### src/rtl/rbuf_pkg.sv
`timescale 1ns/1ps
package rbuf_pkg;

    typedef enum logic [1:0] {
        SEL_THR = 2'd0,
        SEL_CSR = 2'd1
    } rsel_e;

    localparam int CSR_EN   = 0;
    localparam int CSR_FLAG = 1;
    localparam int CSR_OVR  = 2;

    typedef struct packed {
        logic wr_take;   // result stored into a free (or freed) slot
        logic wr_evict;  // result stored over the oldest entry
        logic wr_drop;   // result discarded, memory full
        logic pop;       // oldest entry removed by a queue read
    } buf_evt_t;

    function automatic logic evt_dec(buf_evt_t e);
        return e.wr_take | e.wr_evict;
    endfunction

    function automatic logic evt_ovr(buf_evt_t e);
        return e.wr_evict | e.wr_drop;
    endfunction

endpackage

### src/rtl/rbuf_store.sv
`timescale 1ns/1ps
module rbuf_store
    import rbuf_pkg::*;
#(
    parameter int DW    = 12,
    parameter int DEPTH = 16,
    localparam int AW   = $clog2(DEPTH)
) (
    input  logic          clk,
    input  logic          rst,
    input  logic          res_valid,
    input  logic [DW-1:0] res_data,
    input  logic          ovwr_en,
    input  logic          fifo_rd,
    input  logic          dir_rd,
    input  logic [AW-1:0] dir_idx,
    output logic [DW-1:0] rd_data,
    output buf_evt_t      evt,
    output logic [AW:0]   fill
);
    localparam logic [AW:0] FULL_LVL = DEPTH[AW:0];

    logic [DW-1:0] mem_q [DEPTH];
    logic [AW-1:0] wptr_q, rptr_q;
    logic [AW:0]   fill_q;
    logic          full, empty;

    assign full  = (fill_q == FULL_LVL);
    assign empty = (fill_q == '0);
    assign fill  = fill_q;

    always_comb begin
        evt          = '0;
        evt.pop      = fifo_rd && !empty;
        evt.wr_take  = res_valid && (!full || evt.pop);
        evt.wr_evict = res_valid && full && !evt.pop && ovwr_en;
        evt.wr_drop  = res_valid && full && !evt.pop && !ovwr_en;
    end

    always_ff @(posedge clk) begin
        if (rst) begin
            for (int k = 0; k < DEPTH; k++) mem_q[k] <= '0;
        end else if (evt_dec(evt)) begin
            mem_q[wptr_q] <= res_data;
        end
    end

    always_ff @(posedge clk) begin
        if (rst) begin
            wptr_q <= '0;
            rptr_q <= '0;
            fill_q <= '0;
        end else begin
            if (evt_dec(evt))            wptr_q <= wptr_q + 1'b1;
            if (evt.pop || evt.wr_evict) rptr_q <= rptr_q + 1'b1;
            if (evt.wr_take && !evt.pop)      fill_q <= fill_q + 1'b1;
            else if (evt.pop && !evt.wr_take) fill_q <= fill_q - 1'b1;
        end
    end

    always_comb begin
        if (fifo_rd)     rd_data = empty ? '0 : mem_q[rptr_q];
        else if (dir_rd) rd_data = mem_q[dir_idx];
        else             rd_data = '0;
    end

endmodule

### src/rtl/rbuf_thresh.sv
`timescale 1ns/1ps
module rbuf_thresh
    import rbuf_pkg::*;
#(
    parameter int TW = 9
) (
    input  logic          clk,
    input  logic          rst,
    input  buf_evt_t      evt,
    input  logic          ld,
    input  logic [TW-1:0] ld_val,
    input  logic          clr_flag,
    output logic [TW-1:0] thr,
    output logic          flag
);
    logic [TW-1:0] thr_q, thr_dn;
    logic          flag_q, dn_only, up_only, hit;

    assign dn_only = evt_dec(evt) && !evt.pop;
    assign up_only = evt.pop && !evt_dec(evt);
    assign thr_dn  = thr_q - 1'b1;
    assign hit     = !ld && dn_only && (thr_dn[TW-1] || (thr_dn == '0));

    always_ff @(posedge clk) begin
        if (rst) begin
            thr_q  <= '0;
            flag_q <= 1'b0;
        end else begin
            if (ld)           thr_q <= ld_val;
            else if (dn_only) thr_q <= thr_dn;
            else if (up_only) thr_q <= thr_q + 1'b1;

            if (hit)           flag_q <= 1'b1;
            else if (clr_flag) flag_q <= 1'b0;
        end
    end

    assign thr  = thr_q;
    assign flag = flag_q;

endmodule

### src/rtl/rbuf_regs.sv
`timescale 1ns/1ps
module rbuf_regs
    import rbuf_pkg::*;
#(
    parameter int TW = 9
) (
    input  logic          clk,
    input  logic          rst,
    input  logic          reg_we,
    input  logic [1:0]    reg_addr,
    input  logic [31:0]   reg_wdata,
    input  logic [TW-1:0] thr,
    input  logic          flag,
    input  logic          ovr_evt,
    output logic [31:0]   reg_rdata,
    output logic          ld,
    output logic [TW-1:0] ld_val,
    output logic          clr_flag,
    output logic          en,
    output logic          ovr
);
    localparam int EXT = 16 - TW;

    logic csr_we, en_q, ovr_q;
    logic unused_wbits;

    assign unused_wbits = ^reg_wdata[31:TW];

    assign ld       = reg_we && (reg_addr == SEL_THR);
    assign ld_val   = reg_wdata[TW-1:0];
    assign csr_we   = reg_we && (reg_addr == SEL_CSR);
    assign clr_flag = csr_we && reg_wdata[CSR_FLAG];

    always_ff @(posedge clk) begin
        if (rst) begin
            en_q  <= 1'b0;
            ovr_q <= 1'b0;
        end else begin
            if (csr_we) en_q <= reg_wdata[CSR_EN];
            if (ovr_evt)                            ovr_q <= 1'b1;
            else if (csr_we && reg_wdata[CSR_OVR])  ovr_q <= 1'b0;
        end
    end

    always_comb begin
        case (reg_addr)
            SEL_THR: reg_rdata = {16'h0000, {EXT{thr[TW-1]}}, thr};
            SEL_CSR: reg_rdata = {29'd0, ovr_q, flag, en_q};
            default: reg_rdata = '0;
        endcase
    end

    assign en  = en_q;
    assign ovr = ovr_q;

endmodule

### src/rtl/rbuf_thresh_irq.sv
`timescale 1ns/1ps
module rbuf_thresh_irq
    import rbuf_pkg::*;
#(
    parameter int DW    = 12,
    parameter int DEPTH = 16,
    parameter int TW    = 9,
    localparam int AW   = $clog2(DEPTH)
) (
    input  logic          clk,
    input  logic          rst,
    input  logic          res_valid,
    input  logic [DW-1:0] res_data,
    input  logic          ovwr_en,
    input  logic          fifo_rd,
    input  logic          dir_rd,
    input  logic [AW-1:0] dir_idx,
    output logic [DW-1:0] rd_data,
    input  logic          reg_we,
    input  logic [1:0]    reg_addr,
    input  logic [31:0]   reg_wdata,
    output logic [31:0]   reg_rdata,
    output logic          irq
);
    buf_evt_t      evt;
    logic [AW:0]   fill_w;
    logic [TW-1:0] thr_w, ld_val;
    logic          flag_w, en_w, ovr_w, ld, clr_flag;

    rbuf_store #(.DW(DW), .DEPTH(DEPTH)) u_store (
        .clk(clk), .rst(rst),
        .res_valid(res_valid), .res_data(res_data), .ovwr_en(ovwr_en),
        .fifo_rd(fifo_rd), .dir_rd(dir_rd), .dir_idx(dir_idx),
        .rd_data(rd_data), .evt(evt), .fill(fill_w)
    );

    rbuf_thresh #(.TW(TW)) u_thresh (
        .clk(clk), .rst(rst), .evt(evt),
        .ld(ld), .ld_val(ld_val), .clr_flag(clr_flag),
        .thr(thr_w), .flag(flag_w)
    );

    rbuf_regs #(.TW(TW)) u_regs (
        .clk(clk), .rst(rst),
        .reg_we(reg_we), .reg_addr(reg_addr), .reg_wdata(reg_wdata),
        .thr(thr_w), .flag(flag_w), .ovr_evt(evt_ovr(evt)),
        .reg_rdata(reg_rdata), .ld(ld), .ld_val(ld_val),
        .clr_flag(clr_flag), .en(en_w), .ovr(ovr_w)
    );

    assign irq = flag_w & en_w;

endmodule

### config.mk
export PLATFORM = sky130hd
export DESIGN_NAME = rbuf_thresh_irq
export DESIGN_NICKNAME = d
export VERILOG_FILES = /design/src/rtl/rbuf_pkg.sv /design/src/rtl/rbuf_store.sv /design/src/rtl/rbuf_thresh.sv /design/src/rtl/rbuf_regs.sv /design/src/rtl/rbuf_thresh_irq.sv
export SDC_FILE = /design/constraint.sdc
export NUM_CORES = 1
export LEC_CHECK = 0
export CAP_MARGIN = 15
export CORE_MARGIN = 2
export CORE_UTILIZATION = 25
export CTS_CLUSTER_SIZE = 28
export DETAILED_ROUTE_END_ITERATION = 8
export PLACE_DENSITY = 0.48
export SLEW_MARGIN = 20
export SYNTH_ARGS = -nofsm -noshare
export SYNTH_HDL_FRONTEND = slang
export SYNTH_SLANG_ARGS = --single-unit
### constraint.sdc
create_clock -name clk -period 4.7 [get_ports clk]
set_input_delay 1.175 -clock clk [delete_from_list [all_inputs] [get_ports clk]]
set_output_delay 1.175 -clock clk [all_outputs]
set_load 0.005 [all_outputs]
==> results of run 1 <==
[cells in the final DEF, fill, tap and decap left out, drive strengths merged, types with 16 or more instances in the layout]
master / count
nand3: 44
mux2: 27
a22oi: 36
nand2: 86
buf: 40
conb: 16
nor2: 218
mux2i: 104
a21o: 19
mux4: 48
dfxtp: 29
a21oi: 41
edfxtp: 192
clkdlybuf4s50: 61
inv: 19
clkbuf: 33
[final cells by class]
cell class / count / share of cell area, %
Clock buffer: 33 / 5.04
Tap cell: 664 / 5.66
Multi-Input combinational cell: 772 / 37.7
Antenna cell: 1 / 0.0170
Timing Repair Buffer: 101 / 7.31
Clock inverter: 16 / 0.605
Sequential cell: 221 / 43.3
Inverter: 16 / 0.409
[sequential cells by signal, indices dropped and copies added (netlist names), named ones only]
name,count
u_regs.en,1
u_regs.ovr,1
u_store.fill,5
u_store.mem_q,192
u_store.rptr_q,4
u_store.wptr_q,4
u_thresh.flag,1
u_thresh.thr,9
[final timing paths]
path	startpoint	to	slack [ns]	cells after the start
worst max-delay path	fifo_rd	rd_data[2]	0.10	7
worst min-delay path	u_regs.ovr	u_regs.ovr	0.50	2
worst max register to register	u_store.fill[0]	u_store.fill[4]	1.41	9
worst min register to register	u_regs.ovr	u_regs.ovr	0.50	2
[power groups by stage]
stage	logic (mW)	clock network (mW)	registers, mW
after detailed placement	1.46	0	2.48
after CTS	1.47	2.01	2.44
final	1.46	1.97	2.44
after floorplan	1.08	0	2.36
after global routing	1.59	2.10	2.47
after global placement	1.46	0	2.48
[kinds of logic after synthesis]
| kind of cell | Yosys count | share of synthesized area (%) |
|---|---|---|
| other cells | 1 | 0.0301 |
| mux | 179 | 19.4 |
| simple gates | 406 | 14.0 |
| xor+xnor | 9 | 0.632 |
| flops | 221 | 50.9 |
| fa+ha+maj | 14 | 1.46 |
| buf+inv | 132 | 5.40 |
| compound gates | 148 | 8.14 |
[worst max-delay path: stages]
cell and delay (ns):
sky130_fd_sc_hd__clkdlybuf4s50_1 0.54, sky130_fd_sc_hd__or3b_2 0.52, sky130_fd_sc_hd__buf_4 0.18, sky130_fd_sc_hd__a21oi_1 0.11
sky130_fd_sc_hd__nand3_1 0.09, sky130_fd_sc_hd__nand3_1 0.21, sky130_fd_sc_hd__clkdlybuf4s50_1 0.58
[routing by layer]
metal  wire length, um  vias to the layer above
met4               777                        0
met2             17900                      339
li1                  -                     4109
met3              2480                       39
met1             17500                     4547
met5                 0                        -
[through the flow]
stage | instances | setup slack (ns)
floorplan | 1125 | 1.04
detailed placement | 1774 | 0.128
global placement | 1774 | 0.139
finish | 1824 | 0.103
global route | 1823 | 0.0537
CTS | 1823 | 0.118
==> impl_metrics.csv, run 1 <==
group,metric,value,unit
outcome,outcome,"finished clean",
global_routing,grt_pass1_wl,56.5,mm
global_routing,global_route.usage.met3,2.19,%
timing,relSlewSlack,27.0,%
routing,dr.first_iter.drc_count,735,
global_routing,first_global_vias,8944,
synthesis,mean_post_synth_cell_area,11.2,sq um
cts,cts-resized-gates,0,
timing,slew_violations,0,
power_and_ir_drop,p_switching,1.82,mW
setup_path,required,3.52,ns
cts,numCtsBuffers,27,
timing,post-route-min-period,4.60,ns
min_path,hold_path.class,"reg -> reg",
synthesis,ys.warnings.count,0,
floorplanning,die_w,227,um
power_and_ir_drop,fin_total_pwr,5.88,mW
floorplanning,floorplan.initialDensity,25.4,%
timing,timing.fmax,218,MHz
placed_design,dpl.hpwl,24.3,mm
synthesis,ys_async_sr_fraction,0,%
synthesis,sequential_share_of_the_synthesized_area,50.9,%
global_routing,met1_usage,21.1,%
global_routing,groute.layer.met2.usage,24.1,%
power_and_ir_drop,seq_power_share,41.5,%
cts,numClockSinks,221,
global_routing,top_usage_layer_grt,"met2",
power_and_ir_drop,power.density,400,mW/mm^2
power_and_ir_drop,ir_worst_vdd,0.202,mV
routing,drt-pass1-iter-count,5,
timing,final.hold.worst_slack,0.497,ns
floorplanning,die_h,227,um
cts,cts_root_buf,"sky130_fd_sc_hd__clkbuf_16",
run,drv.max_cap_violation_count,0,
timing,setup_violation_total_in_the_final_timing_report,0,
synthesis,synthFlopType,"sky130_fd_sc_hd__edfxtp_1",
floorplanning,design.portCount,102,
layout,fillerInstances,5085,
setup_path,timing_worst_setup_path_type,"in -> out",
setup_path,worst-endpoint-arrival,3.42,ns
timing,timing_hold_violations_final,0,
power_and_ir_drop,p_int,4.06,mW
floorplanning,design.core.area,0.0492,sq mm
setup_path,critical_path.endpoint_type,"primary output",
power_and_ir_drop,leakagePower,5.24,nW
layout,finalCoreUtilization,29.9,%
routing,routed_wl,38.7,mm
timing,fin_tns_setup,0,ns
placed_design,buffer_ports.inserted,62,
cts,clock_tree.htree_level_count,1,
routing,route.detailed.vias_per_inst,4.95,
layout,regArea,0.00635,sq mm
layout,fraction_of_layout_cells_with_a_size_suffix_above_1,14.4,%
global_routing,pin_count_of_the_biggest_net_entering_global_routing,63,
floorplanning,std_cell_rows,81,
cts,cts.clk_slew.worst_paths,0.06,ns
layout,nNetsFinal,1210,
synthesis,ffs_latches_synth,221,
synthesis,synth_cells,1110,
layout,post-route-cell-area,0.0147,sq mm
cts,clk-insertion-delay-late,0.57,ns
global_routing,grt_use_total,14.9,%
global_routing,grt_antenna_before_repair,0,
synthesis,dominant_cells_by_area_after_synthesis,"sky130_fd_sc_hd__edfxtp_1 (46%), sky130_fd_sc_hd__mux4_2 (8.7%), sky130_fd_sc_hd__mux2i_1 (8.3%), sky130_fd_sc_hd__nor2_1 (6.6%), sky130_fd_sc_hd__dfxtp_1 (4.7%)",
layout,multi_input_area,0.00554,sq mm
power_and_ir_drop,clock_power_share,33.6,%
timing,clock-skew-final,0.0170,ns
cts,maximum_root_to_sink_buffer_count,3,
routing,routedWlPerCell,21.2,um
synthesis,mappedNetlistArea,0.0125,sq mm
routing,post-route-drc-count,0,
power_and_ir_drop,power.share.combinational,24.9,%
synthesis,synthDominantCellAreaShare,46.2,%
cts,cts_hold_buffers,0,
synthesis,yosys.cell_count.top_type,"sky130_fd_sc_hd__nor2_1",
placed_design,place_area,0.0139,sq mm
timing,measured_slew_at_the_worst_slew_check_pin,1.10,ns
cts,setup_repair_bufs_after_cts,0,
setup_path,setup.worst_path.start_class,"input port",
timing,rsz0062_at_grt,"false",
global_routing,grt_overflow_total,0,
timing,period_share,97.8,%
routing,route.vias.total,9034,
placed_design,gpl.final_weighted_congestion,0.774,
synthesis,synth_top_cell_by_area,"sky130_fd_sc_hd__edfxtp_1",
power_and_ir_drop,power.share.switching,31.0,%
floorplanning,dieArea,0.0517,sq mm
setup_path,critical_path.max_fanout,4,
synthesis,ys_types,66,
routing,detail-route-antenna-nets,0,
cts,tritoncts,"yes",
layout,areaGrowthSynthToFinish,17.7,%
synthesis,number_of_enable_flip_flop_cells_after_synthesis,192,
synthesis,synth_commonest_cells,"sky130_fd_sc_hd__nor2_1 (218), sky130_fd_sc_hd__edfxtp_1 (192), sky130_fd_sc_hd__mux2i_1 (104), sky130_fd_sc_hd__nand2_1 (86), sky130_fd_sc_hd__clkbuf_1 (59)",
Note: power is estimated with default switching activity, not from simulation.
==> run 2: changes to the inputs <==
--- a/config.mk
+++ b/config.mk
@@ -5,6 +5,7 @@
 export SDC_FILE = /design/constraint.sdc
 export NUM_CORES = 1
 export LEC_CHECK = 0
+export ABC_CLOCK_PERIOD_IN_PS = 4700
 export CAP_MARGIN = 15
 export CORE_MARGIN = 2
 export CORE_UTILIZATION = 25
==> results of run 2 <==
The final DEF is identical to that of run 1; final timing and power are the same.
==> run 3: changes to the inputs <==
--- a/config.mk
+++ b/config.mk
@@ -7,11 +7,11 @@
 export LEC_CHECK = 0
 export ABC_CLOCK_PERIOD_IN_PS = 4700
 export CAP_MARGIN = 15
-export CORE_MARGIN = 2
-export CORE_UTILIZATION = 25
+export CORE_MARGIN = 3
+export CORE_UTILIZATION = 60
 export CTS_CLUSTER_SIZE = 28
 export DETAILED_ROUTE_END_ITERATION = 8
-export PLACE_DENSITY = 0.48
+export PLACE_DENSITY = 0.89
 export SLEW_MARGIN = 20
 export SYNTH_ARGS = -nofsm -noshare
 export SYNTH_HDL_FRONTEND = slang
==> impl_metrics.csv, run 3 (same netlist as run 1, synthesis figures left out) <==
group,metric,value,unit
timing,layout_setup_ws,0.159,ns
setup_path,crit_path_max_incr_delay,0.68,ns
setup_path,critical_path.endpoint_type,"primary output",
placed_design,dpl.hpwl,20.4,mm
global_routing,grt_pass1_wl,51.4,mm
placed_design,buffer_ports.inserted,62,
run,drv.max_cap_violation_count,0,
layout,n_antenna_cell,0,
floorplanning,die_h,150,um
timing,setup_violation_total_in_the_final_timing_report,0,
timing,relSlewSlack,30.1,%
timing,period_share,96.6,%
setup_path,timing.critical_path.slowest_stage_cell,"sky130_fd_sc_hd__or3b_2",
timing,timing.fmax,220,MHz
floorplanning,design.portCount,102,
global_routing,grt_use_total,30.2,%
placed_design,place_area,0.0132,sq mm
setup_path,critical_path.max_fanout,12,
power_and_ir_drop,ir_worst_vdd,0.347,mV
routing,route.vias.total,9381,
routing,routed_wl,34.5,mm
power_and_ir_drop,power.density,402,mW/mm^2
setup_path,critical_path.top_delay_family,"buffers and inverters",
routing,route.detailed.vias_per_inst,6.67,
layout,flip_flop_count_of_the_largest_register_all_copies_and_words_added,192,
layout,final_common_cell,"sky130_fd_sc_hd__nor2_1",
setup_path,crit_path_cell_trace,"clkdlybuf4s50_1 > or3b_2 > a21oi_1 > nand3_1 > nand3_1 > clkdlybuf4s50_1",
floorplanning,std_cell_rows,52,
layout,fraction_of_layout_cells_with_a_size_suffix_above_1,12.9,%
layout,nNetsFinal,1192,
setup_path,worstPathBufferInverterCount,2,
floorplanning,floorplan.initialDensity,61.3,%
routing,post-route-drc-count,0,
layout,max_flop_register,"u_store.mem_q",
cts,cts_root_buf,"sky130_fd_sc_hd__clkbuf_16",
setup_path,timing_worst_setup_path_type,"in -> out",
placed_design,gpl.final_weighted_congestion,0.874,
setup_path,setup.worst_path.start_class,"input port",
global_routing,grt_antenna_before_repair,0,
min_path,hold_path.class,"reg -> reg",
cts,clock_tree.htree_level_count,1,
outcome,outcome,"finished clean",
floorplanning,dieArea,0.0226,sq mm
global_routing,first_global_vias,9367,
routing,detail-route-antenna-nets,0,
timing,timing_hold_violations_final,0,
routing,routedWlPerCell,24.5,um
timing,measured_slew_at_the_worst_slew_check_pin,1.05,ns
setup_path,worst-endpoint-arrival,3.37,ns
power_and_ir_drop,leakagePower,5.06,nW
floorplanning,design.core.area,0.0204,sq mm
placed_design,pre_cts_ws,0.0535,ns
setup_path,required,3.52,ns
timing,post-route-min-period,4.54,ns
floorplanning,die_w,150,um
timing,final.hold.worst_slack,0.493,ns
cts,numClockSinks,221,
routing,drt-pass1-iter-count,6,
timing,slew_violations,0,
cts,numCtsBuffers,23,
layout,areaGrowthSynthToFinish,11.3,%
cts,maximum_root_to_sink_buffer_count,3,
timing,clock-skew-final,0.0109,ns
routing,dr.first_iter.drc_count,1138,
global_routing,pin_count_of_the_biggest_net_entering_global_routing,49,
layout,post-route-cell-area,0.0139,sq mm
cts,tritoncts,"yes",
power_and_ir_drop,fin_total_pwr,5.58,mW
cts,clk-insertion-delay-late,0.52,ns
timing,rsz0062_at_grt,"false",
global_routing,grt_overflow_total,0,
cts,cts.clk_slew.worst_paths,0.06,ns
layout,final_cell_mix,"sky130_fd_sc_hd__nor2_1 (217), sky130_fd_sc_hd__edfxtp_1 (192), sky130_fd_sc_hd__mux2i_1 (104), sky130_fd_sc_hd__nand2_1 (85), sky130_fd_sc_hd__clkdlybuf4s50_1 (61)",
timing,fin_tns_setup,0,ns
[run 3: power by group]
part,internal [mW],switching [mW]
sequential,2.27,0.213
clock,0.957,0.753
combinational,0.669,0.728
[run 3: worst register-to-register path, stage by stage (launching register included)]
cell and delay (ns):
sky130_fd_sc_hd__dfxtp_1 0.37, sky130_fd_sc_hd__or4_1 0.70, sky130_fd_sc_hd__o21ai_2 0.37, sky130_fd_sc_hd__ha_1 0.24, sky130_fd_sc_hd__inv_1 0.11, sky130_fd_sc_hd__fa_1 0.42
sky130_fd_sc_hd__a21o_1 0.17, sky130_fd_sc_hd__a21oi_1 0.18, sky130_fd_sc_hd__mux2i_1 0.24, sky130_fd_sc_hd__mux2_2 0.35
[run 3: path summary, 6_finish.rpt]
check | slack (ns) | to | cells past startpoint | from
setup / recovery | 0.16 | rd_data[5] | 6 | dir_rd
hold / removal | 0.49 | u_regs.ovr | 2 | u_regs.ovr
setup reg to reg | 1.44 | u_store.fill[4] | 9 | u_store.fill[0]
hold reg to reg | 0.49 | u_regs.ovr | 2 | u_regs.ovr
[run 3: metrics by stage]
step | cells | util, %
final | 1406 | 68.2
after global routing | 1406 | 68.2
after CTS | 1406 | 68.1
after detailed placement | 1366 | 64.8
after global placement | 1366 | 64.8
after floorplan | 1125 | -
[run 3: per-layer routing]
layer / global-route usage [%] / part of all wire, % / routed length (um)
met1: 36.0 / 33 / 11400
met2: 50.7 / 48 / 16700
met3: 6.68 / 12 / 4180
met4: 17.2 / 6.3 / 2180
met5: 0 / 0 / 0
[run 3: repair_timing]
item	in CTS	in global routing
setup buffers	0	0
resized for setup	0	1
hold endpoints to repair	0	0
hold buffers	0	0
endpoints found under the setup margin	0	5
[run 3: cell type report]
cell class	count	area, sq um
tap	270	338
clock inverter	12	93.8
sequential	221	6350
fill	1388	6480
clock buffer	28	594
inverter	16	60.1
multi-input combinational	772	5540
timing repair buffer	87	906
